[config.mk]
export PLATFORM = sky130hd
export DESIGN_NAME = sdram_srx_seq
export DESIGN_NICKNAME = d
export VERILOG_FILES = /design/src/rtl/srx_pkg.sv /design/src/rtl/srx_fsm.sv /design/src/rtl/srx_down_timer.sv /design/src/rtl/sdram_srx_seq.sv
export SDC_FILE = /design/constraint.sdc
export NUM_CORES = 1
export LEC_CHECK = 0
export BUFFER_PORTS_ARGS = -buffer_cell sky130_fd_sc_hd__clkbuf_2
export CORE_MARGIN = 5
export CORE_UTILIZATION = 50
export DETAILED_ROUTE_END_ITERATION = 8
export PLACE_DENSITY = 0.79
export SLEW_MARGIN = 10
export SYNTH_ARGS = -nofsm -noshare
export SYNTH_HDL_FRONTEND = slang
export SYNTH_SLANG_ARGS = --single-unit
[constraint.sdc]
create_clock -name clk -period 2.3 [get_ports clk]
set_input_delay 0.46 -clock clk [delete_from_list [all_inputs] [get_ports clk]]
set_output_delay 0.46 -clock clk [all_outputs]
set_load 0.02 [all_outputs]
[src/rtl/srx_pkg.sv]
package srx_pkg;
  typedef enum logic [1:0] {
    SRX_SELF  = 2'd0,
    SRX_WAIT  = 2'd1,
    SRX_NOP   = 2'd2,
    SRX_READY = 2'd3
  } srx_state_e;

  localparam logic [3:0] CMD_NOP  = 4'b0111;
  localparam logic [3:0] CMD_AREF = 4'b0001;
endpackage

[src/rtl/srx_fsm.sv]
module srx_fsm
  import srx_pkg::*;
(
  input  logic       clk,
  input  logic       rst_n,
  input  logic       enter_i,
  input  logic       exit_i,
  input  logic       stable_i,
  input  logic       nop_done_i,
  output srx_state_e state_o,
  output logic       nop_load_o
);
  srx_state_e state_q, state_d;

  always_comb begin
    state_d = state_q;
    unique case (state_q)
      SRX_READY: if (enter_i)    state_d = SRX_SELF;
      SRX_SELF:  if (exit_i)     state_d = SRX_WAIT;
      SRX_WAIT:  if (stable_i)   state_d = SRX_NOP;
      SRX_NOP:   if (nop_done_i) state_d = SRX_READY;
      default:                   state_d = SRX_READY;
    endcase
  end

  always_ff @(posedge clk) begin
    if (!rst_n) state_q <= SRX_READY;
    else        state_q <= state_d;
  end

  assign state_o    = state_q;
  assign nop_load_o = (state_q == SRX_WAIT) && stable_i;
endmodule

[src/rtl/srx_down_timer.sv]
module srx_down_timer #(
  parameter int unsigned PERIOD   = 2,
  parameter bit          AUTO_RLD = 1'b0
) (
  input  logic clk,
  input  logic rst_n,
  input  logic load_i,
  input  logic run_i,
  output logic zero_o
);
  localparam int unsigned W = (PERIOD < 2) ? 1 : $clog2(PERIOD);
  localparam logic [W-1:0] TOP = W'(PERIOD - 1);

  logic [W-1:0] cnt_q;

  always_ff @(posedge clk) begin
    if (!rst_n)
      cnt_q <= TOP;
    else if (load_i)
      cnt_q <= TOP;
    else if (run_i) begin
      if (cnt_q != '0)   cnt_q <= cnt_q - 1'b1;
      else if (AUTO_RLD) cnt_q <= TOP;
    end
  end

  assign zero_o = run_i && (cnt_q == '0);
endmodule

[src/rtl/sdram_srx_seq.sv]
module sdram_srx_seq
  import srx_pkg::*;
#(
  parameter int unsigned TCK_NS   = 8,
  parameter int unsigned TXSR_NS  = 70,
  parameter int unsigned TREFI_NS = 15625
) (
  input  logic       clk,
  input  logic       rst_n,
  input  logic       sr_enter_i,
  input  logic       sr_exit_i,
  input  logic       clk_stable_i,
  output logic       cke_o,
  output logic [3:0] cmd_o,
  output logic       ready_o,
  output logic       refresh_req_o
);
  localparam int unsigned XSR_RAW = (TXSR_NS + TCK_NS - 1) / TCK_NS;
  localparam int unsigned XSR_CLK = (XSR_RAW < 2) ? 2 : XSR_RAW;
  localparam int unsigned REF_CLK = TREFI_NS / TCK_NS;

  srx_state_e state;
  logic nop_load, nop_done, ref_zero;
  logic in_ready, in_nop;
  logic ent_q, req_q;

  assign in_ready = (state == SRX_READY);
  assign in_nop   = (state == SRX_NOP);

  srx_fsm u_fsm (
    .clk        (clk),
    .rst_n      (rst_n),
    .enter_i    (sr_enter_i),
    .exit_i     (sr_exit_i),
    .stable_i   (clk_stable_i),
    .nop_done_i (nop_done),
    .state_o    (state),
    .nop_load_o (nop_load)
  );

  srx_down_timer #(.PERIOD(XSR_CLK), .AUTO_RLD(1'b0)) u_xsr (
    .clk    (clk),
    .rst_n  (rst_n),
    .load_i (nop_load),
    .run_i  (in_nop),
    .zero_o (nop_done)
  );

  // restart the refresh interval at the moment of exit
  srx_down_timer #(.PERIOD(REF_CLK), .AUTO_RLD(1'b1)) u_ref (
    .clk    (clk),
    .rst_n  (rst_n),
    .load_i (nop_done),
    .run_i  (in_ready),
    .zero_o (ref_zero)
  );

  always_ff @(posedge clk) begin
    if (!rst_n) begin
      ent_q <= 1'b0;
      req_q <= 1'b0;
    end else begin
      ent_q <= in_ready && sr_enter_i;
      req_q <= ref_zero && !sr_enter_i;
    end
  end

  assign cke_o         = in_ready || in_nop;
  assign ready_o       = in_ready;
  assign refresh_req_o = req_q;
  assign cmd_o         = (ent_q || req_q) ? CMD_AREF : CMD_NOP;
endmodule

==> flow_summary.ini <==
[status]
status = finished, final reports clean

[timing]
fin_crit_sh = 0.8892
worstMarginPinSlew_ps = 609.1
max_freq_mhz = 489.0
finalSetupViolations = 0
post-route-min-period_ps = 2045
hold_viol_final = 0
fin_skew_ps = 0.6049
slew_violations = 0
relSlewSlack = 0.5834
finalSetupTns_ps = 0
grt_setup_unrepaired = no

[power_and_ir_drop]
combPwrFrac = 0.495
ir_drop_v = 0.0006209
p_seq_frac = 0.383
power_mw = 1.365
power.density_mw_per_mm2 = 1220
p_leak_nw = 0.4410
swShare = 0.4273
switchingPower_mw = 0.5832
pwr-share-clk = 0.121
p_int_mw = 0.7817

[placed_design]
dp_hpwl_mm = 1.427
io_buffer_count = 9
placed_cells = 144
gp_congestion = 0.7781

[synthesis]
synthCells = 113
syn-cell-area_mm2 = 0.001037
synth_top_area_cell = dfxtp_1
synth_cell_type_count = 42
syn_avg_cell_area_um2 = 9.179
synthTopCellsByCount = dfxtp_1 (19), ha_1 (7), inv_1 (7)
synth_area_leaders = dfxtp_1 (37%), ha_1 (8.4%), o31ai_1 (3.6%), or4_1 (3.6%), nor3_1 (2.9%)
yosysMostFrequentCell = dfxtp_1
synthArstFlopShare = 0
ys_warn_count = 0
yosys_register_bits = 19
synth_nets = 125
synth_top_area_frac = 0.3667
seq_area_frac_synth = 0.3667
synth_enable_flop_cells = 0
synth_flop_cell = dfxtp_1

[worst_setup_path]
r2r_slack_ps = 250
r2r_end = u_fsm.state_o[1]
critPathLaunchType = flop
critical_path_class = flop to flop
worstSetupStartpoint = u_xsr.cnt_q[0]
rr_worst_depth = 5
r2r_start = u_xsr.cnt_q[0]
crit_path_end_kind = flop
worstPathArrival_ps = 2200
cp_max_fo = 7
crit_required_ps = 2450

[min_path]
min_to = refresh_req_o
hold_depth = 2
min_from = sr_enter_i
worstHoldPathType = input port to flop

[clock_tree]
clk_latency_ps = 290
cts_hold_buf = 0
root_buffer = clkbuf_4
cts_max_level = 1
postCtsResizedCells = 0
clkSinkCount = 19
clkTransAtPathRegs_ps = 100
cts_inserted_buffers = 3
clk_path_buf_depth = 2
cts_tree = built
cts_setup_buffers = 0

[die]
start_util = 0.5287
ios = 12
rows = 16
die_area_mm2 = 0.003085
coreArea_mm2 = 0.001962
die_w_um = 55.55
die_h_um = 55.55

[grt]
antenna_found_initial = 0
grt_pass1_wl_mm = 3.360
grt_pass1_vias = 803
overflow = 0
grt_max_degree = 13
grtUsageTotal = 0.1304

[drt]
vias = 853
wl_per_cell_um = 13.10
viasPerCell = 5.764
drc_errors = 0
ant_nets = 0
drt_pre_antenna_iters = 4
drtIter0Drc = 18
wl_mm = 1.939

[layout]
fill_cells = 199
nNetsFinal = 134
final_cells = 148
drive_gt1_frac = 0.1653
n_antenna_cell = 0
syn_to_final_growth_pct = 7.840

[flow_run]
drv_cap = 0
## cell type report
class,instances,area (µm²),share of cell area
repair buffers,11,60.06,0.05369
inverters,7,26.28,0.02349
multi-input cells,80,591.8,0.5291
well taps,27,33.78,0.03020
flip-flops and latches,19,380.4,0.3400
clock buffers,4,26.28,0.02349
## power by group through the flow
| stage | registers, mW | logic, mW | clock network, mW |
|---|---|---|---|
| floorplan | 0.501 | 0.556 | 0 |
| global placement | 0.522 | 0.641 | 0 |
| detailed placement | 0.526 | 0.671 | 0 |
| CTS | 0.520 | 0.676 | 0.171 |
| global route | 0.537 | 0.759 | 0.183 |
| finish | 0.523 | 0.676 | 0.166 |
## critical path, cell delays in order, from the launching register on
cell,delay [ps]
dfxtp_1,330
inv_1,90
ha_1,190
or3b_1,480
a2111oi_0,630
o221ai_1,200
## kinds of logic (layout without fill, tap and decap cells)
logic type                 count (synthesis)  after routing  share of synthesized area
buffers and inverters                     14             22                    0.06272
adders and majority gates                  7              7                    0.08444
other                                      2              2                   0.007240
and+or+nand+nor                           44             44                     0.2787
DFF                                       19             19                     0.3667
AOI/OAI and AO/OA                         23             23                     0.1665
xor gates and xnor gates                   4              4                    0.03378
## cells in the final DEF (no fill, tap or decap), drive strengths merged, types with 2 or more instances in the layout
cell type,count
a2111oi,2
a21oi,3
and3,2
buf,2
clkbuf,13
conb,2
dfxtp,19
ha,7
inv,7
nand2,5
nand2b,2
nand4,3
nand4b,2
nor2,3
nor2b,3
nor3,6
o21bai,2
o221ai,2
o31ai,5
or2,3
or3,2
or4,6
xnor2,2
xor2,2
## through the flow
| stage | instance area, µm² | setup WS (ps) | util | hold slack (ps) |
|---|---|---|---|---|
| floorplan | 1037 | 285.4 | - | 463.3 |
| global placement | 1092 | 364.1 | 0.5568 | 484.7 |
| detailed placement | 1092 | 268.0 | 0.5568 | 492.9 |
| CTS | 1119 | 250.0 | 0.5702 | 368.9 |
| global route | 1119 | 102.4 | 0.5702 | 368.1 |
| finish | 1119 | 254.9 | 0.5702 | 376.0 |
## registers in the layout (all words and copies together), names as in the netlist
register and cells:
u_xsr.cnt_q 4, u_ref.cnt_q 11, refresh_req_o 1, u_fsm.state_o 2, ent_q 1
## worst max-delay path by stage
stage                            end  slack [ps]
floorplan              refresh_req_o         290
global placement      u_ref.cnt_q[1]         360
detailed placement  u_fsm.state_o[1]         270
CTS                 u_fsm.state_o[1]         250
global route          u_ref.cnt_q[1]         100
finish              u_fsm.state_o[1]         250
## routing by layer
| metal | track usage | routed length (µm) | vias up |
|---|---|---|---|
| li1 | - | - | 432 |
| met1 | 0.1571 | 905 | 400 |
| met2 | 0.2213 | 920 | 19 |
| met3 | 0.02331 | 95 | 2 |
| met4 | 0.06250 | 18 | 0 |
| met5 | 0 | 0 | - |
(Power assumes the default switching activity.)
